<file path="src/rtl/dma_cmd_pkg.sv">
package dma_cmd_pkg;

    // Layout of one command byte; bit positions are decoded by the lane logic
    typedef struct packed {
        logic       nop;   // bit 7: ignore this byte
        logic       all;   // bit 6: act on every channel
        logic [5:0] ch;    // bits 5:0: channel index
    } cmd_byte_t;

    // Byte lanes of the command word (big-endian: 0x1E -> [15:8], 0x1F -> [7:0])
    localparam int LANE_SET_START = 1;
    localparam int LANE_CLR_DONE  = 0;

    typedef enum logic [0:0] {
        CMD_SET_START = 1'b0,
        CMD_CLR_DONE  = 1'b1
    } cmd_kind_e;

endpackage

</file>
<file path="src/rtl/dma_cmd_lane.sv">
module dma_cmd_lane
    import dma_cmd_pkg::*;
#(
    parameter int NUM_CH = 64
) (
    input  logic              clk,
    input  logic              rst,
    input  logic              hit,
    input  cmd_byte_t         cmd,
    output logic [NUM_CH-1:0] mask
);

    localparam int CH_W = $bits(cmd.ch);

    logic act;

    always_comb begin
        act  = hit && !cmd.nop;
        mask = '0;
        for (int i = 0; i < NUM_CH; i++) begin
            mask[i] = act && (cmd.all || (cmd.ch == CH_W'(i)));
        end
    end

    AST_NOP_LANE_QUIET: assert property (@(posedge clk) disable iff (rst)
        (!hit || cmd.nop) |-> (mask == '0));

    AST_SINGLE_TARGET: assert property (@(posedge clk) disable iff (rst)
        (hit && !cmd.nop && !cmd.all) |-> $onehot0(mask));

endmodule

</file>
<file path="src/rtl/dma_flag_bank.sv">
module dma_flag_bank #(
    parameter int NUM_CH = 64
) (
    input  logic              clk,
    input  logic              rst,
    input  logic [NUM_CH-1:0] set_start,
    input  logic [NUM_CH-1:0] clr_done,
    input  logic [NUM_CH-1:0] eng_done,
    output logic [NUM_CH-1:0] start_q,
    output logic [NUM_CH-1:0] done_q
);

    typedef struct packed {
        logic [NUM_CH-1:0] start;
        logic [NUM_CH-1:0] done;
    } flag_state_t;

    flag_state_t st_d, st_q;

    always_comb begin
        st_d = st_q;
        // engine completion first, register commands override it
        st_d.start = (st_q.start & ~eng_done) | set_start;
        st_d.done  = (st_q.done  |  eng_done) & ~clr_done;
    end

    always_ff @(posedge clk) begin
        if (rst) begin
            st_q <= '0;
        end else begin
            st_q <= st_d;
        end
    end

    assign start_q = st_q.start;
    assign done_q  = st_q.done;

    AST_RESET_CLEARS: assert property (@(posedge clk)
        rst |=> (start_q == '0 && done_q == '0));

    AST_SET_LANDS: assert property (@(posedge clk) disable iff (rst)
        (set_start != '0) |=> ((start_q & $past(set_start)) == $past(set_start)));

    AST_CLR_LANDS: assert property (@(posedge clk) disable iff (rst)
        (clr_done != '0) |=> ((done_q & $past(clr_done)) == '0));

    AST_ENGINE_DONE: assert property (@(posedge clk) disable iff (rst)
        (eng_done != '0) |=> ((done_q & $past(eng_done & ~clr_done))
                              == $past(eng_done & ~clr_done)));

    AST_IDLE_HOLD: assert property (@(posedge clk) disable iff (rst)
        (set_start == '0 && clr_done == '0 && eng_done == '0)
        |=> ($stable(start_q) && $stable(done_q)));

endmodule

</file>
<file path="src/rtl/dma_flag_cmd.sv">
module dma_flag_cmd
    import dma_cmd_pkg::*;
#(
    parameter int          NUM_CH   = 64,
    parameter int          ADDR_W   = 8,
    parameter int          DATA_W   = 32,
    parameter logic [7:0]  CMD_WORD = 8'h1C
) (
    input  logic              clk,
    input  logic              rst,
    input  logic              wr_en,
    input  logic [ADDR_W-1:0] wr_addr,
    input  logic [DATA_W-1:0] wr_data,
    input  logic [DATA_W/8-1:0] wr_be,
    input  logic              rd_en,
    output logic [DATA_W-1:0] rd_data,
    output logic              rd_valid,
    input  logic [NUM_CH-1:0] eng_done,
    output logic [NUM_CH-1:0] start_flags,
    output logic [NUM_CH-1:0] done_flags
);

    localparam int NUM_LANES = DATA_W / 8;
    localparam int WORD_LSB  = $clog2(NUM_LANES);

    logic              word_hit;
    logic [NUM_CH-1:0] lane_mask [2];
    logic              unused_bits;

    assign word_hit = wr_en && (wr_addr[ADDR_W-1:WORD_LSB] == CMD_WORD[ADDR_W-1:WORD_LSB]);

    for (genvar k = 0; k < 2; k++) begin : g_lane
        localparam int LANE = (k == int'(CMD_SET_START)) ? LANE_SET_START : LANE_CLR_DONE;
        dma_cmd_lane #(.NUM_CH(NUM_CH)) u_lane (
            .clk  (clk),
            .rst  (rst),
            .hit  (word_hit && wr_be[LANE]),
            .cmd  (cmd_byte_t'(wr_data[8*LANE +: 8])),
            .mask (lane_mask[k])
        );
    end

    assign unused_bits = ^{wr_addr[WORD_LSB-1:0], wr_data[DATA_W-1:16], wr_be[NUM_LANES-1:2]};

    dma_flag_bank #(.NUM_CH(NUM_CH)) u_bank (
        .clk       (clk),
        .rst       (rst),
        .set_start (lane_mask[int'(CMD_SET_START)]),
        .clr_done  (lane_mask[int'(CMD_CLR_DONE)]),
        .eng_done  (eng_done),
        .start_q   (start_flags),
        .done_q    (done_flags)
    );

    // write-only registers: a read answers one cycle later with zero data
    typedef struct packed {
        logic rd_valid;
    } rd_state_t;

    rd_state_t rd_d, rd_q;

    always_comb begin
        rd_d.rd_valid = rd_en;
    end

    always_ff @(posedge clk) begin
        if (rst) begin
            rd_q <= '0;
        end else begin
            rd_q <= rd_d;
        end
    end

    assign rd_valid = rd_q.rd_valid;
    assign rd_data  = '0;

    AST_FOREIGN_WORD: assert property (@(posedge clk) disable iff (rst)
        (wr_en && !word_hit && eng_done == '0)
        |=> ($stable(start_flags) && $stable(done_flags)));

    AST_LANE_OFF: assert property (@(posedge clk) disable iff (rst)
        (wr_be[1:0] == 2'b00 && eng_done == '0)
        |=> ($stable(start_flags) && $stable(done_flags)));

    AST_READ_ONE_CYCLE: assert property (@(posedge clk) disable iff (rst)
        rd_en |=> rd_valid);

endmodule

</file>
<file path="config.mk">
export PLATFORM = sky130hd
export DESIGN_NAME = dma_flag_cmd
export DESIGN_NICKNAME = d
export VERILOG_FILES = /design/src/rtl/dma_cmd_pkg.sv /design/src/rtl/dma_cmd_lane.sv /design/src/rtl/dma_flag_bank.sv /design/src/rtl/dma_flag_cmd.sv
export SDC_FILE = /design/constraint.sdc
export NUM_CORES = 1
export LEC_CHECK = 0
export BUFFER_PORTS_ARGS = -buffer_cell sky130_fd_sc_hd__buf_2
export CAP_MARGIN = 0
export CELL_PAD_IN_SITES_DETAIL_PLACEMENT = 0
export CELL_PAD_IN_SITES_GLOBAL_PLACEMENT = 1
export CORE_MARGIN = 8
export CORE_UTILIZATION = 39
export DETAILED_ROUTE_END_ITERATION = 12
export PLACE_DENSITY_LB_ADDON = 0.1
export SKIP_CTS_REPAIR_TIMING = 1
export SYNTH_ARGS = -nofsm -noshare
export SYNTH_HDL_FRONTEND = slang
export SYNTH_SLANG_ARGS = --single-unit
export TNS_END_PERCENT = 1
</file>
<file path="constraint.sdc">
create_clock -name clk -period 2.41 [get_ports clk]
set_clock_uncertainty 0.05 [all_clocks]
set_input_delay 0 -clock clk [delete_from_list [all_inputs] [get_ports clk]]
set_output_delay 0 -clock clk [all_outputs]
set_load 0.01 [all_outputs]
</file>
* Word-level counts from Yosys, hierarchy flattened *
Index checks and enable logic that the tools add are counted.

operators by class
  equal/unequal tests = 127
  bitwise logic cells = 6
  reduce and logical (&&, ||, !) cells = 265

operators with widths
  kind                                                 number
  equality test 6 bit, second input constant           64
  equality test 6 x 5 -> 1 bit, second input constant  32
  logical AND 1 bit                                    133
  bitwise AND 64 bit                                   2
  logical OR 1 bit                                     128
  NOT 64 bit                                           2
  OR 64 bit                                            2
  equality test 6 x 4 -> 1 bit, second input constant  16
  equality test 6 x 3 -> 1 bit, second input constant  9
  equality test 6 x 2 -> 1 bit, second input constant  4
  equality test 6 x 1 -> 1 bit, second input constant  2
  logical NOT 6 bit                                    2
  logical NOT 1 bit                                    2

word-level totals
  bits in registers = 129
  bits of input ports = 112
  output and inout bits = 161
  word-level logic and storage cells = 401

* Depth between registers and ports, before layout *
  word-level depth = 7
  mapped depth = 5
  mapped depth without buffers = 3

* Modules after synthesis *
A second synthesis with hierarchy kept.

unflattened totals
  cells, all modules = 703
  area, all modules = 5979.5 µm²

modules (own cells, without submodules)
  module         times used  cells an instance  area an instance (µm²)  sequential area each (µm²)
  dma_flag_bank  1           462                4490.6                  2562.5
  dma_cmd_lane   2           100                591.8                   0.0
  dma_flag_cmd   1           41                 305.3                   20.0

* Least setup slack after synthesis *
OpenSTA, ideal clock, no wires.

  path kind = input port to flip-flop
  start point = input port wr_addr[5]
  end point = register u_bank.st_q, in the netlist u_bank.done_q[10]
  setup time = 0.146 ns
  arrival time = 0.791 ns
  required time = 2.214 ns
  path slack = 1.423 ns
  stages = 5
  buffers on the path = 2
  cells stage by stage = and4b_1 and4b_1 buf_6 buf_6 a211oi_2

between the ends
  word-level cells in the longest chain between the ends = 7

ends and longest elaborated chain
  element                       line                 source
  from (decl)                   dma_flag_cmd.sv:12   input logic [ADDR_W-1:0] wr_addr,
  equality test 6 x 3 -> 1 bit  dma_flag_cmd.sv:30   assign word_hit = wr_en && (wr_addr[ADDR_W-1:WORD_LSB] == CMD_WORD[ADDR_W-1:WORD_LSB]);
  logical AND 1 bit             dma_flag_cmd.sv:30
  logical AND 1 bit             dma_flag_cmd.sv:37   .hit (word_hit && wr_be[LANE]),
  logical AND 1 bit             dma_cmd_lane.sv:18   act = hit && !cmd.nop;
  logical AND 1 bit             dma_cmd_lane.sv:21   mask[i] = act && (cmd.all || (cmd.ch == CH_W'(i)));
  NOT 64 bit                    dma_flag_bank.sv:24  st_d.done = (st_q.done | eng_done) & ~clr_done;
  bitwise AND 64 bit            dma_flag_bank.sv:24
  to (signal assigned)          dma_flag_bank.sv:31  st_q <= st_d;
  to (decl)                     dma_flag_bank.sv:18  flag_state_t st_d, st_q;

No other way between the ends.
A chain may end at the register's enable or synchronous reset.

* Worst setup path in the final report *
  start point = input port wr_addr[7]
  end point = register u_bank.st_q, in the netlist u_bank.start_q[21]

between the ends
  word-level cells in the longest chain between the ends = 6

ends and longest elaborated chain
  element                       line                 source
  equality test 6 x 3 -> 1 bit  dma_flag_cmd.sv:30
  logical AND 1 bit             dma_flag_cmd.sv:30
  logical AND 1 bit             dma_flag_cmd.sv:37
  logical AND 1 bit             dma_cmd_lane.sv:18
  logical AND 1 bit             dma_cmd_lane.sv:21
  OR 64 bit                     dma_flag_bank.sv:23  st_d.start = (st_q.start & ~eng_done) | set_start;

No other way between the ends.

==> summary.txt <==
STA
  • RSZ-0062 raised after global routing: false
  • Tmin final: approximately 1.1 ns
  • Slew headroom: ~41%
  • Final hold slack: roughly 0.031 ns
  • Slew Viols, Final: 0
  • FMAX: around 900 MHz
  • Final hold violation count: 0
  • PnR worst setup slack: 1.27 ns
  • Final period util: between 40 and 50%
  • Final TNS setup: 0 ns
  • Worst-Margin Slew: between 0.8 and 0.9 ns
  • Final setup viols: 0

Yosys
  • YS warnings: 0
  • Unique masters post-synth: 33
  • Mapped Cells: ~730
  • Synth area leader: dfxtp_1
  • Post-synthesis cell area: around 0.007 mm²
  • Sequential fraction of the synthesis area: between 30% and 40%
  • Async set-or-reset flop fraction in the synthesized netlist: 0%
  • Post-synthesis register bit count: between 100 and 150
  • Count leader, synth: dfxtp_1
  • Synth top area share: a little under two fifths
  • Synth area leaders: dfxtp_1, a211oi_2, a211oi_1
  • EDFF count, synth: 0
  • Commonest cells post-synth: dfxtp_1, a211oi_1, nor2b_1
  • Main flop type after synthesis: dfxtp_1
  • Syn avg cell area: around 9.4 µm²

Power and ir drop
  • Int Power: ~4.2 mW
  • Pwr dens: between 600 and 700 mW/mm²
  • Leak Pwr: between 3 and 4 nW
  • Sw Pwr: roughly 1.5 mW
  • Sequential power share: ~40%
  • Peak VDD IR: ~0.49 mV
  • Clock power share: between 40% and 50%
  • Combinational power share: about 15%
  • Sw Ratio: around a quarter

Drt
  • DR vias/cell: roughly 5.6
  • Drt first pass iters: 5
  • DR iter-0 viols: 400
  • Drt drc: 0
  • Avg WL per Cell: around 22 µm
  • Vias post-DR: 6822
  • Post-route ant nets: 0
  • Final Routed Wirelength: 27.2 mm

CTS
  • Clk sink count: around 130
  • CTS tree: yes
  • Clk slew on worst S/H paths: 0.06 ns
  • Clock root cell: clkbuf_16
  • H-tree levels: 4
  • Num CTS Buffers: 17
  • Max Buffers Root-to-Sink: 2
  • Worst-skew pair later-pin latency: just over 0.4 ns

Setup path
  • Required @ worst endpoint: roughly 2.7 ns
  • CP Capture Type: flop
  • Worst setup path class: input port to flop
  • CP arrival: 1.42 ns
  • Top fanout value on the critical path: 64
  • Startpoint Class: input port

GRT
  • Wire length of the first global-routing pass: 39.6 mm
  • Gr ovfl total: 0
  • Largest net degree at the start of global routing: between 60 and 70
  • GRT Resource Usage Total: 23.3%
  • Vias in the first global route: 6572
  • Antenna violations before repair: 6

Final layout
  • Layout cells sized above 1: between 30 and 40%
  • Area Overhead vs Synth: 32.0%
  • Fin util: a little over half
  • Fin nets: between 1000 and 1500

Floorplan
  • Die Width: about 150 µm
  • # IOs: ~270
  • Die H: roughly 150 µm
  • Rows: between 40 and 50
  • Initial Util: about 40%
  • Core Area: between 0.015 and 0.02 mm²
  • Area of the die: 0.0222 mm²

Run
  • Maxcap violations: 0

Worst hold path
  • Hold Path Class: input port to flop

Placed design
  • Post-DP HPWL: about 18 mm
  • I/O Buffers: 220
  • Pre-CTS setup slack: a little under 0.9 ns
  • Gp weighted congestion: 0.801

Status
  • Status: finished, final reports clean
-- cell families after synthesis --
logic type	count (synthesis)	share of synthesized area, %
flip-flops	129	37.4
buffers and inverters	107	9.87
AO/OA/AOI/OAI	256	30.6
other	1	0.0544
AND/OR/NAND/NOR	241	22.1
-- worst paths after layout --
path | end | start | cells after the start | slack, ns
setup / recovery | u_bank.start_q[21]$_SDFF_PP0_ | wr_addr[7] | 5 | 1.27
hold / removal | u_bank.start_q[32]$_SDFF_PP0_ | wr_data[12] | 4 | 0.03
hold reg to reg | u_bank.done_q[14]$_SDFF_PP0_ | u_bank.done_q[14]$_SDFF_PP0_ | 2 | 0.44
setup reg to reg | u_bank.start_q[35]$_SDFF_PP0_ | u_bank.start_q[35]$_SDFF_PP0_ | 3 | 1.45
-- power groups by stage --
stage,logic (mW),clock network (mW),registers [mW]
3_5_place_dp,0.737,0,2.30
4_1_cts,0.740,2.58,2.26
3_3_place_gp,0.729,0,2.30
6_report,0.825,2.56,2.26
2_1_floorplan,0.442,0,2.33
5_1_grt,0.888,2.70,2.26
-- stage by stage --
stage | cells | area (µm²) | total power [mW]
final | 1217 | 9100 | 5.64
after detailed placement | 1117 | 7870 | 3.04
after CTS | 1149 | 8440 | 5.58
after global placement | 1117 | 7870 | 3.03
after floorplan | 765 | 7010 | 2.78
after global routing | 1216 | 9100 | 5.85
-- final cells by class --
cell class / instances / area (µm²)
Sequential cell: 129 / 2580
Clock inverter: 5 / 75.1
Tap cell: 225 / 282
Antenna cell: 3 / 7.51
Multi-Input combinational cell: 529 / 3770
Timing Repair Buffer: 299 / 1880
Fill cell: 1645 / 8190
Clock buffer: 27 / 503
-- placed cells by master (no fill, tap or decap), types with 3 or more instances in the layout --
cell type and instances:
dfxtp_1 129, nor3_1 64, and4bb_1 4, dlygate4sd3_1 65, buf_4 13, a211oi_2 53, nor4b_2 8, a211oi_1 75
nor2_1 66, o21bai_1 20, a31oi_1 64, clkbuf_1 6, clkinv_2 3, buf_2 219, and4b_1 4, a21o_1 44
clkbuf_8 4, and4bb_4 4, diode_2 3, clkbuf_16 17, conb_1 32, nor2b_1 69, nand4b_1 3
-- per-layer routing --
layer / vias to the layer above / track usage [%] / part of all wire, %
li1: 3187 / - / -
met1: 3268 / 28.9 / 42
met2: 307 / 36.6 / 46
met3: 54 / 6.58 / 8.0
met4: 6 / 11.3 / 3.4
met5: - / 0 / 0.11
-- worst max-delay path, stage by stage --
cell and delay (ns):
buf_2 0.11, nor3b_4 0.20, buf_4 0.66, a31oi_1 0.19, nor3_1 0.22
-- registers in the layout (all words and copies together), names as in the netlist --
name,count
u_bank.done_q,64
rd_valid,1
u_bank.start_q,64
Note: power is estimated with default switching activity, not from simulation.
